## src/rtl/msgbox_pkg.sv

```systemverilog
package msgbox_pkg;

    localparam int REG_W = 32;

    // status bit positions
    localparam int ST_OUT_NE  = 16;
    localparam int ST_IN_NF   = 17;
    localparam int ST_OUT_NF  = 18;
    localparam int ST_IN_NE   = 19;
    localparam int ST_MBX_IRQ = 20;
    localparam int ST_IN_IRQ  = 21;
    localparam int ST_OUT_IRQ = 22;

    // control bit positions
    localparam int CT_OUT_EN  = 16;
    localparam int CT_IN_EN   = 17;
    localparam int CT_MBX_EN  = 20;
    localparam int CT_OUT_WEN = 24;
    localparam int CT_IN_WEN  = 25;

    localparam logic [REG_W-1:0] CTRL_MASK =
        (REG_W'(1) << CT_OUT_EN)  | (REG_W'(1) << CT_IN_EN) |
        (REG_W'(1) << CT_MBX_EN)  | (REG_W'(1) << CT_OUT_WEN) |
        (REG_W'(1) << CT_IN_WEN);

    localparam logic [REG_W-1:0] MBX_CLEAR_KEY = 32'h0000_F0F0;

    typedef enum logic [1:0] {
        SEL_FIFO = 2'd0,
        SEL_STAT = 2'd1,
        SEL_CTRL = 2'd2,
        SEL_MBX  = 2'd3
    } reg_sel_e;

    typedef struct packed {
        logic in_ne;
        logic out_nf;
        logic in_nf;
        logic out_ne;
    } fifo_flags_t;

    typedef struct packed {
        logic out_irq;
        logic in_irq;
        logic mbx_irq;
    } irq_flags_t;

    function automatic logic [REG_W-1:0] pack_status(input fifo_flags_t f,
                                                     input irq_flags_t q);
        logic [REG_W-1:0] s;
        s = '0;
        s[ST_OUT_NE]  = f.out_ne;
        s[ST_IN_NF]   = f.in_nf;
        s[ST_OUT_NF]  = f.out_nf;
        s[ST_IN_NE]   = f.in_ne;
        s[ST_MBX_IRQ] = q.mbx_irq;
        s[ST_IN_IRQ]  = q.in_irq;
        s[ST_OUT_IRQ] = q.out_irq;
        return s;
    endfunction

endpackage

```

## src/rtl/mbx_fifo.sv

```systemverilog
module mbx_fifo #(
    parameter int WIDTH = 32,
    parameter int DEPTH = 2,
    localparam int PTR_W = (DEPTH > 1) ? $clog2(DEPTH) : 1,
    localparam int CNT_W = $clog2(DEPTH + 1)
) (
    input  logic             clk,
    input  logic             rst,
    input  logic             push,
    input  logic [WIDTH-1:0] push_data,
    input  logic             pop,
    output logic [WIDTH-1:0] head,
    output logic [CNT_W-1:0] count,
    output logic             empty,
    output logic             full
);

    logic [WIDTH-1:0] mem [DEPTH];
    logic [PTR_W-1:0] wr_ptr, rd_ptr;
    logic [CNT_W-1:0] cnt_q;
    logic             do_push, do_pop;

    function automatic logic [PTR_W-1:0] ptr_inc(input logic [PTR_W-1:0] p);
        return (p == PTR_W'(DEPTH - 1)) ? '0 : p + PTR_W'(1);
    endfunction

    assign empty   = (cnt_q == '0);
    assign full    = (cnt_q == CNT_W'(DEPTH));
    assign do_push = push && !full;
    assign do_pop  = pop && !empty;
    assign head    = empty ? '0 : mem[rd_ptr];
    assign count   = cnt_q;

    always_ff @(posedge clk) begin
        if (do_push) begin
            mem[wr_ptr] <= push_data;
        end
    end

    always_ff @(posedge clk) begin
        if (rst) begin
            wr_ptr <= '0;
            rd_ptr <= '0;
            cnt_q  <= '0;
        end else begin
            if (do_push) wr_ptr <= ptr_inc(wr_ptr);
            if (do_pop)  rd_ptr <= ptr_inc(rd_ptr);
            case ({do_push, do_pop})
                2'b10:   cnt_q <= cnt_q + CNT_W'(1);
                2'b01:   cnt_q <= cnt_q - CNT_W'(1);
                default: cnt_q <= cnt_q;
            endcase
        end
    end

endmodule

```

## src/rtl/mbx_irq.sv

```systemverilog
module mbx_irq
    import msgbox_pkg::*;
(
    input  fifo_flags_t      flags,
    input  logic [REG_W-1:0] ctrl,
    input  logic             mbx_pending,
    output irq_flags_t       irq_flags,
    output logic             irq
);

    logic in_en, out_en, mbx_en;

    assign in_en  = ctrl[CT_IN_EN]  | ctrl[CT_IN_WEN];
    assign out_en = ctrl[CT_OUT_EN] | ctrl[CT_OUT_WEN];
    assign mbx_en = ctrl[CT_MBX_EN];

    always_comb begin
        irq_flags.in_irq  = flags.in_nf  & in_en;
        irq_flags.out_irq = flags.out_ne & out_en;
        irq_flags.mbx_irq = mbx_pending  & mbx_en;
    end

    assign irq = |irq_flags;

endmodule

```

## src/rtl/msg_mailbox.sv

```systemverilog
module msg_mailbox
    import msgbox_pkg::*;
#(
    parameter int FIFO_DEPTH = 2,
    localparam int CNT_W = $clog2(FIFO_DEPTH + 1)
) (
    input  logic        clk,
    input  logic        rst,
    input  logic        host_wr,
    input  logic        host_rd,
    input  logic [1:0]  host_addr,
    input  logic [31:0] host_wdata,
    output logic [31:0] host_rdata,
    input  logic        cp_in_pop,
    output logic [31:0] cp_in_data,
    input  logic        cp_out_push,
    input  logic [31:0] cp_out_data,
    input  logic        cp_mbx_wr,
    input  logic [31:0] cp_mbx_data,
    output logic        irq
);

    reg_sel_e         sel;
    logic             host_push, host_pop;
    logic [CNT_W-1:0] in_cnt, out_cnt;
    logic             in_empty, in_full, out_empty, out_full;
    logic [REG_W-1:0] out_head;
    logic [REG_W-1:0] ctrl_q, mbx_q;
    fifo_flags_t      flags;
    irq_flags_t       irq_flags;

    assign sel       = reg_sel_e'(host_addr);
    assign host_push = host_wr && (sel == SEL_FIFO);
    assign host_pop  = host_rd && (sel == SEL_FIFO);

    mbx_fifo #(.WIDTH(REG_W), .DEPTH(FIFO_DEPTH)) u_in_fifo (
        .clk       (clk),
        .rst       (rst),
        .push      (host_push),
        .push_data (host_wdata),
        .pop       (cp_in_pop),
        .head      (cp_in_data),
        .count     (in_cnt),
        .empty     (in_empty),
        .full      (in_full)
    );

    mbx_fifo #(.WIDTH(REG_W), .DEPTH(FIFO_DEPTH)) u_out_fifo (
        .clk       (clk),
        .rst       (rst),
        .push      (cp_out_push),
        .push_data (cp_out_data),
        .pop       (host_pop),
        .head      (out_head),
        .count     (out_cnt),
        .empty     (out_empty),
        .full      (out_full)
    );

    always_comb begin
        flags.out_ne = !out_empty;
        flags.in_nf  = !in_full;
        flags.out_nf = !out_full;
        flags.in_ne  = !in_empty;
    end

    always_ff @(posedge clk) begin
        if (rst) begin
            ctrl_q <= '0;
        end else if (host_wr && sel == SEL_CTRL) begin
            ctrl_q <= host_wdata & CTRL_MASK;
        end
    end

    always_ff @(posedge clk) begin
        if (rst) begin
            mbx_q <= '0;
        end else if (cp_mbx_wr) begin
            mbx_q <= cp_mbx_data;
        end else if (host_wr && sel == SEL_MBX && host_wdata == MBX_CLEAR_KEY) begin
            mbx_q <= '0;
        end
    end

    mbx_irq u_irq (
        .flags       (flags),
        .ctrl        (ctrl_q),
        .mbx_pending (mbx_q != '0),
        .irq_flags   (irq_flags),
        .irq         (irq)
    );

    always_comb begin
        case (sel)
            SEL_FIFO: host_rdata = out_head;
            SEL_STAT: host_rdata = pack_status(flags, irq_flags);
            SEL_CTRL: host_rdata = ctrl_q;
            default:  host_rdata = mbx_q;
        endcase
    end

endmodule

```

## config.mk

```make
export PLATFORM = sky130hd
export DESIGN_NAME = msg_mailbox
export DESIGN_NICKNAME = d
export VERILOG_FILES = /design/src/rtl/msgbox_pkg.sv /design/src/rtl/mbx_fifo.sv /design/src/rtl/mbx_irq.sv /design/src/rtl/msg_mailbox.sv
export SDC_FILE = /design/constraint.sdc
export NUM_CORES = 1
export LEC_CHECK = 0
export BUFFER_PORTS_ARGS = -buffer_cell sky130_fd_sc_hd__buf_4
export CORE_MARGIN = 3
export CORE_UTILIZATION = 45
export CTS_CLUSTER_DIAMETER = 200
export DETAILED_ROUTE_END_ITERATION = 10
export PLACE_DENSITY = 0.8
export SYNTH_ARGS = -nofsm -noshare
export SYNTH_HDL_FRONTEND = slang
export SYNTH_SLANG_ARGS = --single-unit
```

## constraint.sdc

```tcl
create_clock -name clk -period 3.4 [get_ports clk]
set_input_delay 0 -clock clk [delete_from_list [all_inputs] [get_ports clk]]
set_output_delay 0 -clock clk [all_outputs]
set_load 0.005 [all_outputs]
```

==> results by group, run 1 <==
Worst setup path
  – Crit end category: output port
  – R2R setup slack: 1.43 ns
  – R2r startpoint: u_out_fifo.count[0]
  – Worst setup SP type: register
  – WP data arrival: 2.46 ns
  – Critical path type: register to output port
  – R2R cell count: 5
  – Required @ worst endpoint: 3.40 ns
  – R2R Path End: u_out_fifo.count[1]
  – Slowest cell on the critical path: nand2b_1
  – Worst path max stage delay: 0.74 ns
  – Worst-path maximum fanout: 26
  – Worst path cell trace: o21bai_1 > nand2b_1 > o21ai_0 > buf_4

Min path
  – Min-delay worst type: primary input to register
  – Hold path cells: 3
  – Hold Startpoint: cp_mbx_wr
  – Hold Path Sink: mbx_q[0]

Placed design
  – # placed instances: 920
  – Port bufs: 169
  – RePlAce Congestion: 0.815
  – Post-DP HPWL: 12300 um

Routing
  – Initial DRC count: 688
  – DRT Wirelength: 20700 um
  – Via count: 5949
  – Vias per cell: 5.56
  – DR pass1 iterations: 5
  – Drt wl/cell: 19.3 um
  – Antenna Nets Post-Route: 0
  – DRC Markers: 0

Floorplan
  – Die area: 0.0175 mm2
  – Die H: 132 um
  – Width of the die: 132 um
  – Io pins: 170
  – Initial cell density of the core: 46.6%
  – Core area: 0.0154 mm2
  – Cell row count: 45

STA
  – Post-layout minimum cycle time: 2.46 ns
  – Final setup vio count: 0
  – Fmax: 407 MHz
  – Fin crit share: 72.3%
  – Worst-Margin Slew: 1.04 ns
  – Max Slew Vio Count: 0
  – Fin Hold WS: 0.0226 ns
  – Setup Skew: 0.0102 ns
  – Setup TNS: 0 ns
  – Slew headroom: 30.5%
  – Final hold vios: 0
  – RSZ-0062 raised after global routing: false

CTS
  – H-Tree Depth: 4
  – Clock-pin slew on the worst setup and hold paths: 0.06 ns
  – Postcts setup bufs: 0
  – Clock Path Buffers: 2
  – Post-CTS sizing: 0
  – Skew-Pair Late Insertion Delay: 0.43 ns
  – # clock sinks: 175
  – Root Driver: clkbuf_16
  – TritonCTS clock tree: done
  – TritonCTS Buffers: 17

GRT
  – Pin count of the biggest net entering global routing: 48
  – GRT Total Usage: 23.4%
  – Global-route wire length before repair: 32400 um
  – Overflow after GRT: 0
  – Vias in the first global route: 6100
  – Initial antenna violation count: 0

Flow run
  – Max Cap Viol: 0

Synth
  – Synthesized flop and latch total: 175
  – Register area share after synthesis: 66.5%
  – Post-synthesis cell count: 570
  – Synthesized net count: 677
  – Distinct cells, synth: 39
  – Syn Area/Cell: 12.6 um2
  – YS warnings: 0
  – Async set or reset register ratio after synthesis: 0%
  – Post-Syn Area: 0.00719 mm2
  – EDFF count, synth: 128
  – Top_reg_cell synth: edfxtp_1

Pwr
  – LEAKAGE: 3.85 nW
  – Maximum vdd drop: 0.351 mV
  – PwrDens: 519 mW/mm2

Layout
  – Syn-to-layout area delta: 45.0%
  – # diodes: 0
  – Register area: 0.00479 mm2
  – Share of cells above drive strength 1: 25.4%
  – Fillers: 1054
  – Final std cells w/o fill: 1070
  – Area of the multi-input gates: 0.00222 mm2
  – Nets: 953

Status
  – Status: complete, no violations
-- cell families (layout without fill, tap and decap cells) --
family / Yosys count / after routing / synth area share, %
buffers and inverters: 46 / 335 / 2.77
flip-flops: 175 / 175 / 66.5
XOR/XNOR: 8 / 8 / 0.974
adder cells (fa/ha/maj): 2 / 2 / 0.348
AO/OA/AOI/OAI: 119 / 119 / 10.5
multiplexers: 69 / 69 / 9.60
AND/OR/NAND/NOR: 151 / 151 / 9.27
-- worst max-delay path by stage --
stage | start | to | slack, ns | cells after the start
3_5_place_dp | u_out_fifo.count[0] | host_rdata[22] | 1.42 | 5
2_1_floorplan | u_out_fifo.count[0] | u_out_fifo.mem[0][0] | 0.83 | 3
5_1_grt | u_out_fifo.count[0] | host_rdata[22] | 0.75 | 5
6_report | u_out_fifo.count[0] | host_rdata[12] | 0.94 | 4
3_3_place_gp | u_out_fifo.count[0] | host_rdata[20] | 1.54 | 5
4_1_cts | u_out_fifo.count[0] | host_rdata[22] | 0.97 | 5
-- per-layer routing --
metal | global-route usage [%] | vias up | wire length, um | part of all wire, %
li1 | - | 2690 | - | -
met1 | 29.2 | 2856 | 8100 | 39
met2 | 39.7 | 351 | 10300 | 50
met3 | 5.55 | 52 | 1740 | 8.4
met4 | 8.78 | 0 | 548 | 2.6
met5 | 0 | - | 0 | 0
-- critical path: cells and delay by family, from the launching register on --
| kind | cells | cell delay [ns] |
|---|---|---|
| AND/OR/NAND/NOR | 1 | 0.74 |
| buffers and inverters | 1 | 0.22 |
| flip-flops | 1 | 0.38 |
| AO/OA/AOI/OAI | 2 | 0.68 |
-- Yosys cell counts (2+ instances only) --
cell type | n | area (um2)
clkbuf_1 | 28 | 105
a21oi_1 | 39 | 195
nand3_1 | 3 | 15.0
o311ai_2 | 2 | 32.5
nand4_1 | 4 | 25.0
nor4_1 | 11 | 68.8
buf_6 | 3 | 33.8
o21a_1 | 3 | 22.5
o311ai_0 | 2 | 17.5
nand2b_1 | 2 | 12.5
o21ai_0 | 37 | 185
ha_1 | 2 | 25.0
xor2_1 | 2 | 17.5
nor2_1 | 57 | 214
inv_1 | 7 | 26.3
nand2_1 | 59 | 221
dfxtp_1 | 47 | 941
or3_1 | 4 | 25.0
buf_1 | 5 | 18.8
o311ai_1 | 28 | 245
nor4b_1 | 3 | 26.3
edfxtp_1 | 128 | 3840
o22ai_1 | 3 | 18.8
mux2i_1 | 69 | 691
xnor2_1 | 6 | 52.6
buf_2 | 3 | 15.0
-- state kept, by name, summed over array words and instances, names as in the netlist, 2 cells and up, named ones only --
| signal | flops |
|---|---|
| ctrl_q | 5 |
| mbx_q | 32 |
| u_in_fifo.count | 2 |
| u_in_fifo.mem | 64 |
| u_out_fifo.count | 2 |
| u_out_fifo.mem | 64 |
-- timing repair --
item / CTS / global route
endpoints found under the setup margin: 0 / 0
hold buffers: 118 / 0
hold endpoints to repair: 165 / 0
-- final cells by class --
cell class	instances	area share (%)
Clock inverter	15	1.78
Tap cell	211	2.53
Sequential cell	175	45.9
Timing Repair Buffer	296	24.1
Multi-Input combinational cell	349	21.3
Clock buffer	17	4.08
Inverter	7	0.252
-- stage by stage --
stage	worst slack (ns)	instance area [um2]	power (mW)	util, %
finish	0.942	10400	5.41	67.6
global route	0.754	10400	5.61	67.6
CTS	0.966	10400	5.40	67.6
detailed placement	1.42	8630	3.31	56.0
global placement	1.54	8630	3.28	56.0
floorplan	0.832	7190	2.92	-
-- layout by cell type (no fill, tap or decap), types with 3 or more instances in the layout --
cell | synthesis | layout
buf_4 | 0 | 178
edfxtp_1 | 128 | 128
dlygate4sd3_1 | 0 | 118
mux2i_1 | 69 | 69
nand2_1 | 59 | 59
nor2_1 | 57 | 52
dfxtp_1 | 47 | 45
a21oi_1 | 39 | 39
o21ai_0 | 37 | 37
o311ai_1 | 28 | 28
clkbuf_16 | 0 | 17
nor4_1 | 11 | 11
inv_1 | 7 | 7
xnor2_1 | 6 | 6
nor2_2 | 0 | 5
nand4_1 | 4 | 4
or3_1 | 4 | 4
o21a_1 | 3 | 3
o22ai_1 | 3 | 3
nand3_1 | 3 | 3
nor4b_1 | 3 | 3
bufinv_16 | 0 | 3
inv_8 | 0 | 3
clkinv_4 | 0 | 3
clkinv_1 | 0 | 3
-- power breakdown --
| group | internal [mW] | leakage (nW) | switching [mW] |
|---|---|---|---|
| registers | 2.43 | 1.57 | 0.104 |
| logic | 0.459 | 1.99 | 0.406 |
| clock network | 1.17 | 0.292 | 0.842 |
| total | 4.06 | 3.85 | 1.35 |
Note: power is estimated with default switching activity, not from simulation.
==> run 2: changes to the inputs <==
PLACE_DENSITY = 0.82   (was 0.8)
clock period = 2.1 ns   (was 3.4 ns; I/O delays follow)
==> run 2 against run 1 <==
Sequential share of layout area decreased by 0.39 points; routed wire length up 2.2%; worst setup slack got worse by 0.88 ns; cell area rose by 0.89%; via count up 1.3%; power is 57% higher; highest routed layer unchanged.
==> results by group, run 2 (synthesis gave the netlist of run 1 again) <==
Status
  – Status: complete, no violations (unchanged)

STA
  – Final hold vios: 0 (unchanged)
  – Fmax: 490 MHz
  – Fin crit share: 97.2%
  – Setup Skew: 0.00939 ns (was 0.0102 ns)
  – Slew headroom: 43.1% (was 30.5%)
  – Final setup vio count: 0 (unchanged)
  – Worst-Margin Slew: 0.853 ns (was 1.04 ns)
  – RSZ-0062 raised after global routing: false (unchanged)
  – Post-layout minimum cycle time: 2.04 ns
  – Max Slew Vio Count: 0 (unchanged)
  – Setup TNS: 0 ns (unchanged)
  – Fin Hold WS: 0.0459 ns (was 0.0226 ns)

Worst setup path
  – Required @ worst endpoint: 2.10 ns (was 3.40 ns)
  – Worst-path maximum fanout: 3 (was 26)
  – Slowest cell on the critical path: nor4_1 (was nand2b_1)
  – Delay-heaviest family, CP: simple AND/OR/NAND/NOR gates (unchanged)
  – Worst path cell trace: nor4_1 > nand4_1 > o21ai_0 > nand3b_1 > buf_4 (was o21bai_1 > nand2b_1 > o21ai_0 > buf_4)
  – Critical path buffer and inverter count: 1 (unchanged)
  – Worst setup SP type: register (unchanged)
  – Critical path type: register to output port (unchanged)
  – Crit end category: output port (unchanged)
  – WP data arrival: 2.04 ns (was 2.46 ns)
  – Worst path max stage delay: 0.43 ns (was 0.74 ns)

Routing
  – Antenna Nets Post-Route: 0 (unchanged)
  – Vias per cell: 5.58 (was 5.56)
  – DR pass1 iterations: 6 (was 5)
  – DRC Markers: 0 (unchanged)
  – DRT Wirelength: 21200 um (was 20700 um)
  – Initial DRC count: 673 (was 688)
  – Via count: 6029 (was 5949)
  – Drt wl/cell: 19.6 um (was 19.3 um)

Floorplan
  – Cell row count: 45 (unchanged)
  – Core area: 0.0154 mm2 (unchanged)
  – Io pins: 170 (unchanged)
  – Width of the die: 132 um (unchanged)
  – Die H: 132 um (unchanged)
  – Die area: 0.0175 mm2 (unchanged)
  – Initial cell density of the core: 46.6% (unchanged)

Placed design
  – Post-DP HPWL: 12200 um (was 12300 um)
  – Port bufs: 169 (unchanged)
  – Area after DPL: 0.00872 mm2 (was 0.00863 mm2)
  – RePlAce Congestion: 0.830 (was 0.815)

CTS
  – Skew-Pair Late Insertion Delay: 0.42 ns (was 0.43 ns)
  – Clock-pin slew on the worst setup and hold paths: 0.07 ns (was 0.06 ns)
  – TritonCTS Buffers: 17 (unchanged)
  – Clock Path Buffers: 2 (unchanged)
  – # clock sinks: 175 (unchanged)
  – Postcts setup bufs: 0 (unchanged)
  – H-Tree Depth: 4 (unchanged)
  – TritonCTS clock tree: done (unchanged)
  – Root Driver: clkbuf_16 (unchanged)

GRT
  – Grt met2 use: 41.2% (was 39.7%)
  – Met3 usage: 5.89% (was 5.55%)
  – Vias in the first global route: 6229 (was 6100)
  – Global-route wire length before repair: 32900 um (was 32400 um)
  – Initial antenna violation count: 0 (unchanged)
  – Most used routing layer: met2 (unchanged)
  – GRT Total Usage: 23.8% (was 23.4%)
  – Pin count of the biggest net entering global routing: 48 (unchanged)
  – GR met1 Demand/Resource: 28.8% (was 29.2%)
  – Overflow after GRT: 0 (unchanged)

Layout
  – Finished Cell Area: 0.0105 mm2 (was 0.0104 mm2)
  – Finished Core Util: 68.2% (was 67.6%)
  – Most frequent cells in the layout: buf_4, edfxtp_1, dlygate4sd3_1, mux2i_1, nand2_1 (unchanged)
  – Most common cell after layout, fill and taps aside: buf_4 (unchanged)
  – Nets: 964 (was 953)
  – Share of cells above drive strength 1: 26.1% (was 25.4%)
  – # diodes: 0 (unchanged)
  – Largest regs: u_in_fifo.mem (64), u_out_fifo.mem (64), mbx_q (32) (unchanged)
  – Syn-to-layout area delta: 46.3% (was 45.0%)

Pwr
  – Power consumption: 8.51 mW (was 5.41 mW)
  – PwrDens: 809 mW/mm2 (was 519 mW/mm2)
  – LEAKAGE: 3.89 nW (was 3.85 nW)
  – Maximum vdd drop: 0.553 mV (was 0.351 mV)

Min path
  – Min-delay worst type: primary input to register (unchanged)

Flow run
  – Max Cap Viol: 0 (unchanged)
## run 2: cell count changes in the layout (fill, tap and decap cells not counted), sizes merged
cell / change
clkinvlp: -2
clkinv: +5
buf: +5
bufinv: -2
dlygate4sd3: +6
inv: -2
clkbuf: +1
## run 2: per-stage QoR
stage	instances	setup slack [ns]
after floorplan	570	-0.468
after global placement	925	0.273
after detailed placement	925	0.125
after CTS	1081	0.0179
after global routing	1081	0.0253
final	1081	0.0598
## run 2: path summary, 6_finish.rpt
path,from,endpoint,slack (ns),cells past startpoint
worst max-delay path,mbx_q[8],irq,0.06,5
worst min-delay path,cp_mbx_wr,mbx_q[24],0.05,3
worst max register to register,u_out_fifo.count[1],u_out_fifo.count[1],0.15,5
worst min register to register,u_in_fifo.rd_ptr,u_in_fifo.rd_ptr,0.51,2
## run 2: repair_timing
item                                    4_1_cts  5_1_grt
resized for setup                             0        4
endpoints found under the setup margin        0       10
hold endpoints to repair                    167        0
hold buffers                                124        0
## run 2: report_power, final
| part | internal, mW | leakage, nW | switching, mW |
|---|---|---|---|
| registers | 3.94 | 1.57 | 0.137 |
| logic | 0.778 | 2.04 | 0.709 |
| clock network | 1.63 | 0.278 | 1.32 |
## run 2: worst reg2reg max path, cell delays in order (launching register included)
cell and delay, ns:
dfxtp_1 0.46, o21bai_2 0.14, nor3b_1 0.39, ha_1 0.34, or3_1 0.39, a21oi_1 0.15
## run 2: layer usage
layer / vias up / routed length, um
met5: - / 0
met4: 0 / 621
met3: 67 / 1680
met2: 399 / 10800
met1: 2857 / 8090
li1: 2706 / -
## run 2: final cells by class
cell class | count | area, um2
clock inverters | 14 | 118
inverters | 7 | 26.3
well taps | 211 | 264
clock buffers | 18 | 429
repair buffers | 307 | 2670
multi-input cells | 349 | 2220
fillers | 1047 | 4910
flip-flops and latches | 175 | 4790
==> run 3: changes to the inputs <==
==> constraint.sdc (replaced) <==
create_clock -name clk -period 2.1 [get_ports clk]
set_input_delay 0.21 -clock clk [delete_from_list [all_inputs] [get_ports clk]]
set_output_delay 0.21 -clock clk [all_outputs]
set_load 0.005 [all_outputs]
==> run 3 against run 2 <==
Die area unchanged; sequential power about the same; clock power up 6%; critical path depth unchanged; routed wire length down 8.0%; cell count down 5.6%; clock skew down 0.0029 ns; global-route usage down 2.0 points; combinational power down 4%; power up 1.1%.
==> results by group, run 3 (synthesis gave the netlist of run 1 again) <==
STA
  – Final hold vios: 0 (unchanged)
  – Setup Skew: 0.00648 ns (was 0.00939 ns)
  – Max Slew Vio Count: 0 (unchanged)
  – Final WS setup: 0.0763 ns (was 0.0598 ns)
  – Worst-Margin Slew: 0.515 ns (was 0.853 ns)
  – Post-layout minimum cycle time: 2.02 ns (was 2.04 ns)
  – Slew headroom: 65.7% (was 43.1%)
  – Fin crit share: 96.4% (was 97.2%)
  – Fmax: 494 MHz (was 490 MHz)
  – Final setup vio count: 0 (unchanged)

GRT
  – Pin count of the biggest net entering global routing: 48 (unchanged)
  – Initial antenna violation count: 0 (unchanged)
  – Overflow after GRT: 0 (unchanged)
  – GRT Total Usage: 21.9% (was 23.8%)
  – Vias in the first global route: 5761 (was 6229)
  – Global-route wire length before repair: 30400 um (was 32900 um)

Min path
  – Hold path cells: 3 (unchanged)
  – Min-delay worst type: primary input to register (unchanged)
  – Hold Path Sink: mbx_q[18] (was mbx_q[24])
  – Hold Startpoint: cp_mbx_data[18] (was cp_mbx_wr)

Worst setup path
  – Required @ worst endpoint: 1.89 ns (was 2.10 ns)
  – R2R setup slack: 0.23 ns (was 0.15 ns)
  – Worst-path maximum fanout: 3 (unchanged)
  – WP data arrival: 1.81 ns (was 2.04 ns)
  – R2R Path End: u_in_fifo.count[1] (was u_out_fifo.count[1])
  – R2R cell count: 5 (unchanged)
  – Crit end category: output port (unchanged)
  – Critical path type: register to output port (unchanged)
  – R2r startpoint: u_in_fifo.count[0] (was u_out_fifo.count[1])
  – Worst setup SP type: register (unchanged)

Routing
  – DRC Markers: 0 (unchanged)
  – Vias per cell: 5.58 (about the same)
  – DRT Wirelength: 19500 um (was 21200 um)
  – Initial DRC count: 514 (was 673)
  – Via count: 5687 (was 6029)
  – Drt wl/cell: 19.1 um (was 19.6 um)
  – Antenna Nets Post-Route: 0 (unchanged)
  – DR pass1 iterations: 5 (was 6)

Placed design
  – RePlAce Congestion: 0.820 (was 0.830)
  – Port bufs: 169 (unchanged)
  – Pre-CTS setup slack: 0.116 ns (was 0.125 ns)
  – Post-DP HPWL: 12400 um (was 12200 um)

CTS
  – TritonCTS Buffers: 17 (unchanged)
  – Postcts setup bufs: 0 (unchanged)
  – H-Tree Depth: 4 (unchanged)
  – Clock Path Buffers: 2 (unchanged)
  – Clock-pin slew on the worst setup and hold paths: 0.07 ns (about the same)
  – Skew-Pair Late Insertion Delay: 0.42 ns (about the same)
  – Root Driver: clkbuf_16 (unchanged)
  – TritonCTS clock tree: done (unchanged)
  – # clock sinks: 175 (unchanged)

Layout
  – Nets: 903 (was 964)
  – # diodes: 0 (unchanged)
  – Fillers: 1109 (was 1047)
  – Most common cell after layout, fill and taps aside: buf_4 (unchanged)
  – Area of the multi-input gates: 0.00228 mm2 (was 0.00222 mm2)
  – Register area: 0.00480 mm2 (was 0.00479 mm2)
  – Syn-to-layout area delta: 39.7% (was 46.3%)
  – Largest regs: u_in_fifo.mem (64), u_out_fifo.mem (64), mbx_q (32) (unchanged)
  – Share of cells above drive strength 1: 29.2% (was 26.1%)
  – Most frequent cells in the layout: buf_4, edfxtp_1, mux2i_1, dlygate4sd3_1, nand2_1 (was buf_4, edfxtp_1, dlygate4sd3_1, mux2i_1, nand2_1)

Pwr
  – Maximum vdd drop: 0.631 mV (was 0.553 mV)
  – LEAKAGE: 3.70 nW (was 3.89 nW)
  – Power consumption: 8.61 mW (was 8.51 mW)
  – PwrDens: 857 mW/mm2 (was 809 mW/mm2)

Floorplan
  – Die H: 132 um (unchanged)
  – Io pins: 170 (unchanged)
  – Cell row count: 45 (unchanged)
  – Initial cell density of the core: 46.6% (unchanged)
  – Die area: 0.0175 mm2 (unchanged)
  – Core area: 0.0154 mm2 (unchanged)
  – Width of the die: 132 um (unchanged)

Flow run
  – Max Cap Viol: 0 (unchanged)

Status
  – Status: complete, no violations (unchanged)
[run 3: layer usage]
layer	global-route usage [%]	part of all wire, %	vias to the layer above
li1	-	-	2587
met1	27.6	40	2742
met2	36.5	50	318
met3	5.36	7.7	40
met4	8.72	2.3	0
met5	0	0	-
[run 3: what timing repair did]
item | in CTS | in global routing
hold endpoints to repair | 128 | 0
pin swaps | 0 | 1
gates resized for setup | 9 | 11
cloned | 0 | 0
endpoints found under the setup margin | 27 | 26
hold buffers | 64 | 0
[run 3: through the flow]
stage          hold WS, ns  utilization [%]  cells  area (um2)  setup TNS, ns
6_report            0.0364             65.1   1020       10000              0
5_1_grt             0.0310             65.1   1020       10000       -0.00717
4_1_cts             0.0225             64.8   1020        9990              0
3_5_place_dp         0.398             56.7    924        8740              0
3_3_place_gp         0.395             56.7    924        8740              0
2_1_floorplan        0.309                -    570        7200         -29.96
[run 3: layout make-up]
type	count	area share, %
Multi-Input combinational cell	349	22.7
Clock inverter	15	1.61
Timing Repair Buffer	246	20.8
Clock buffer	17	4.23
Tap cell	211	2.63
Inverter	7	0.262
Sequential cell	175	47.8
[run 3: how the worst max path moves through the flow]
stage	from	end	slack, ns
2_1_floorplan	u_out_fifo.count[0]	u_out_fifo.mem[0][0]	-0.47
3_3_place_gp	u_out_fifo.count[0]	u_out_fifo.count[1]	0.20
3_5_place_dp	u_out_fifo.count[0]	u_out_fifo.count[1]	0.12
4_1_cts	mbx_q[0]	host_rdata[20]	0.01
5_1_grt	mbx_q[24]	host_rdata[20]	-0.007
6_report	mbx_q[0]	host_rdata[20]	0.08
[run 3: critical path, stage by stage, from the launching register on]
cell and delay, ns:
dfxtp_1 0.34, nor4_2 0.33, nand4_1 0.22, o21ai_2 0.21
o22ai_1 0.13, buf_4 0.16
[run 3: power breakdown]
| part | switching [mW] | internal (mW) | total [mW] |
|---|---|---|---|
| logic | 0.706 | 0.723 | 1.43 |
| registers | 0.115 | 3.94 | 4.05 |
| clock network | 1.36 | 1.77 | 3.13 |
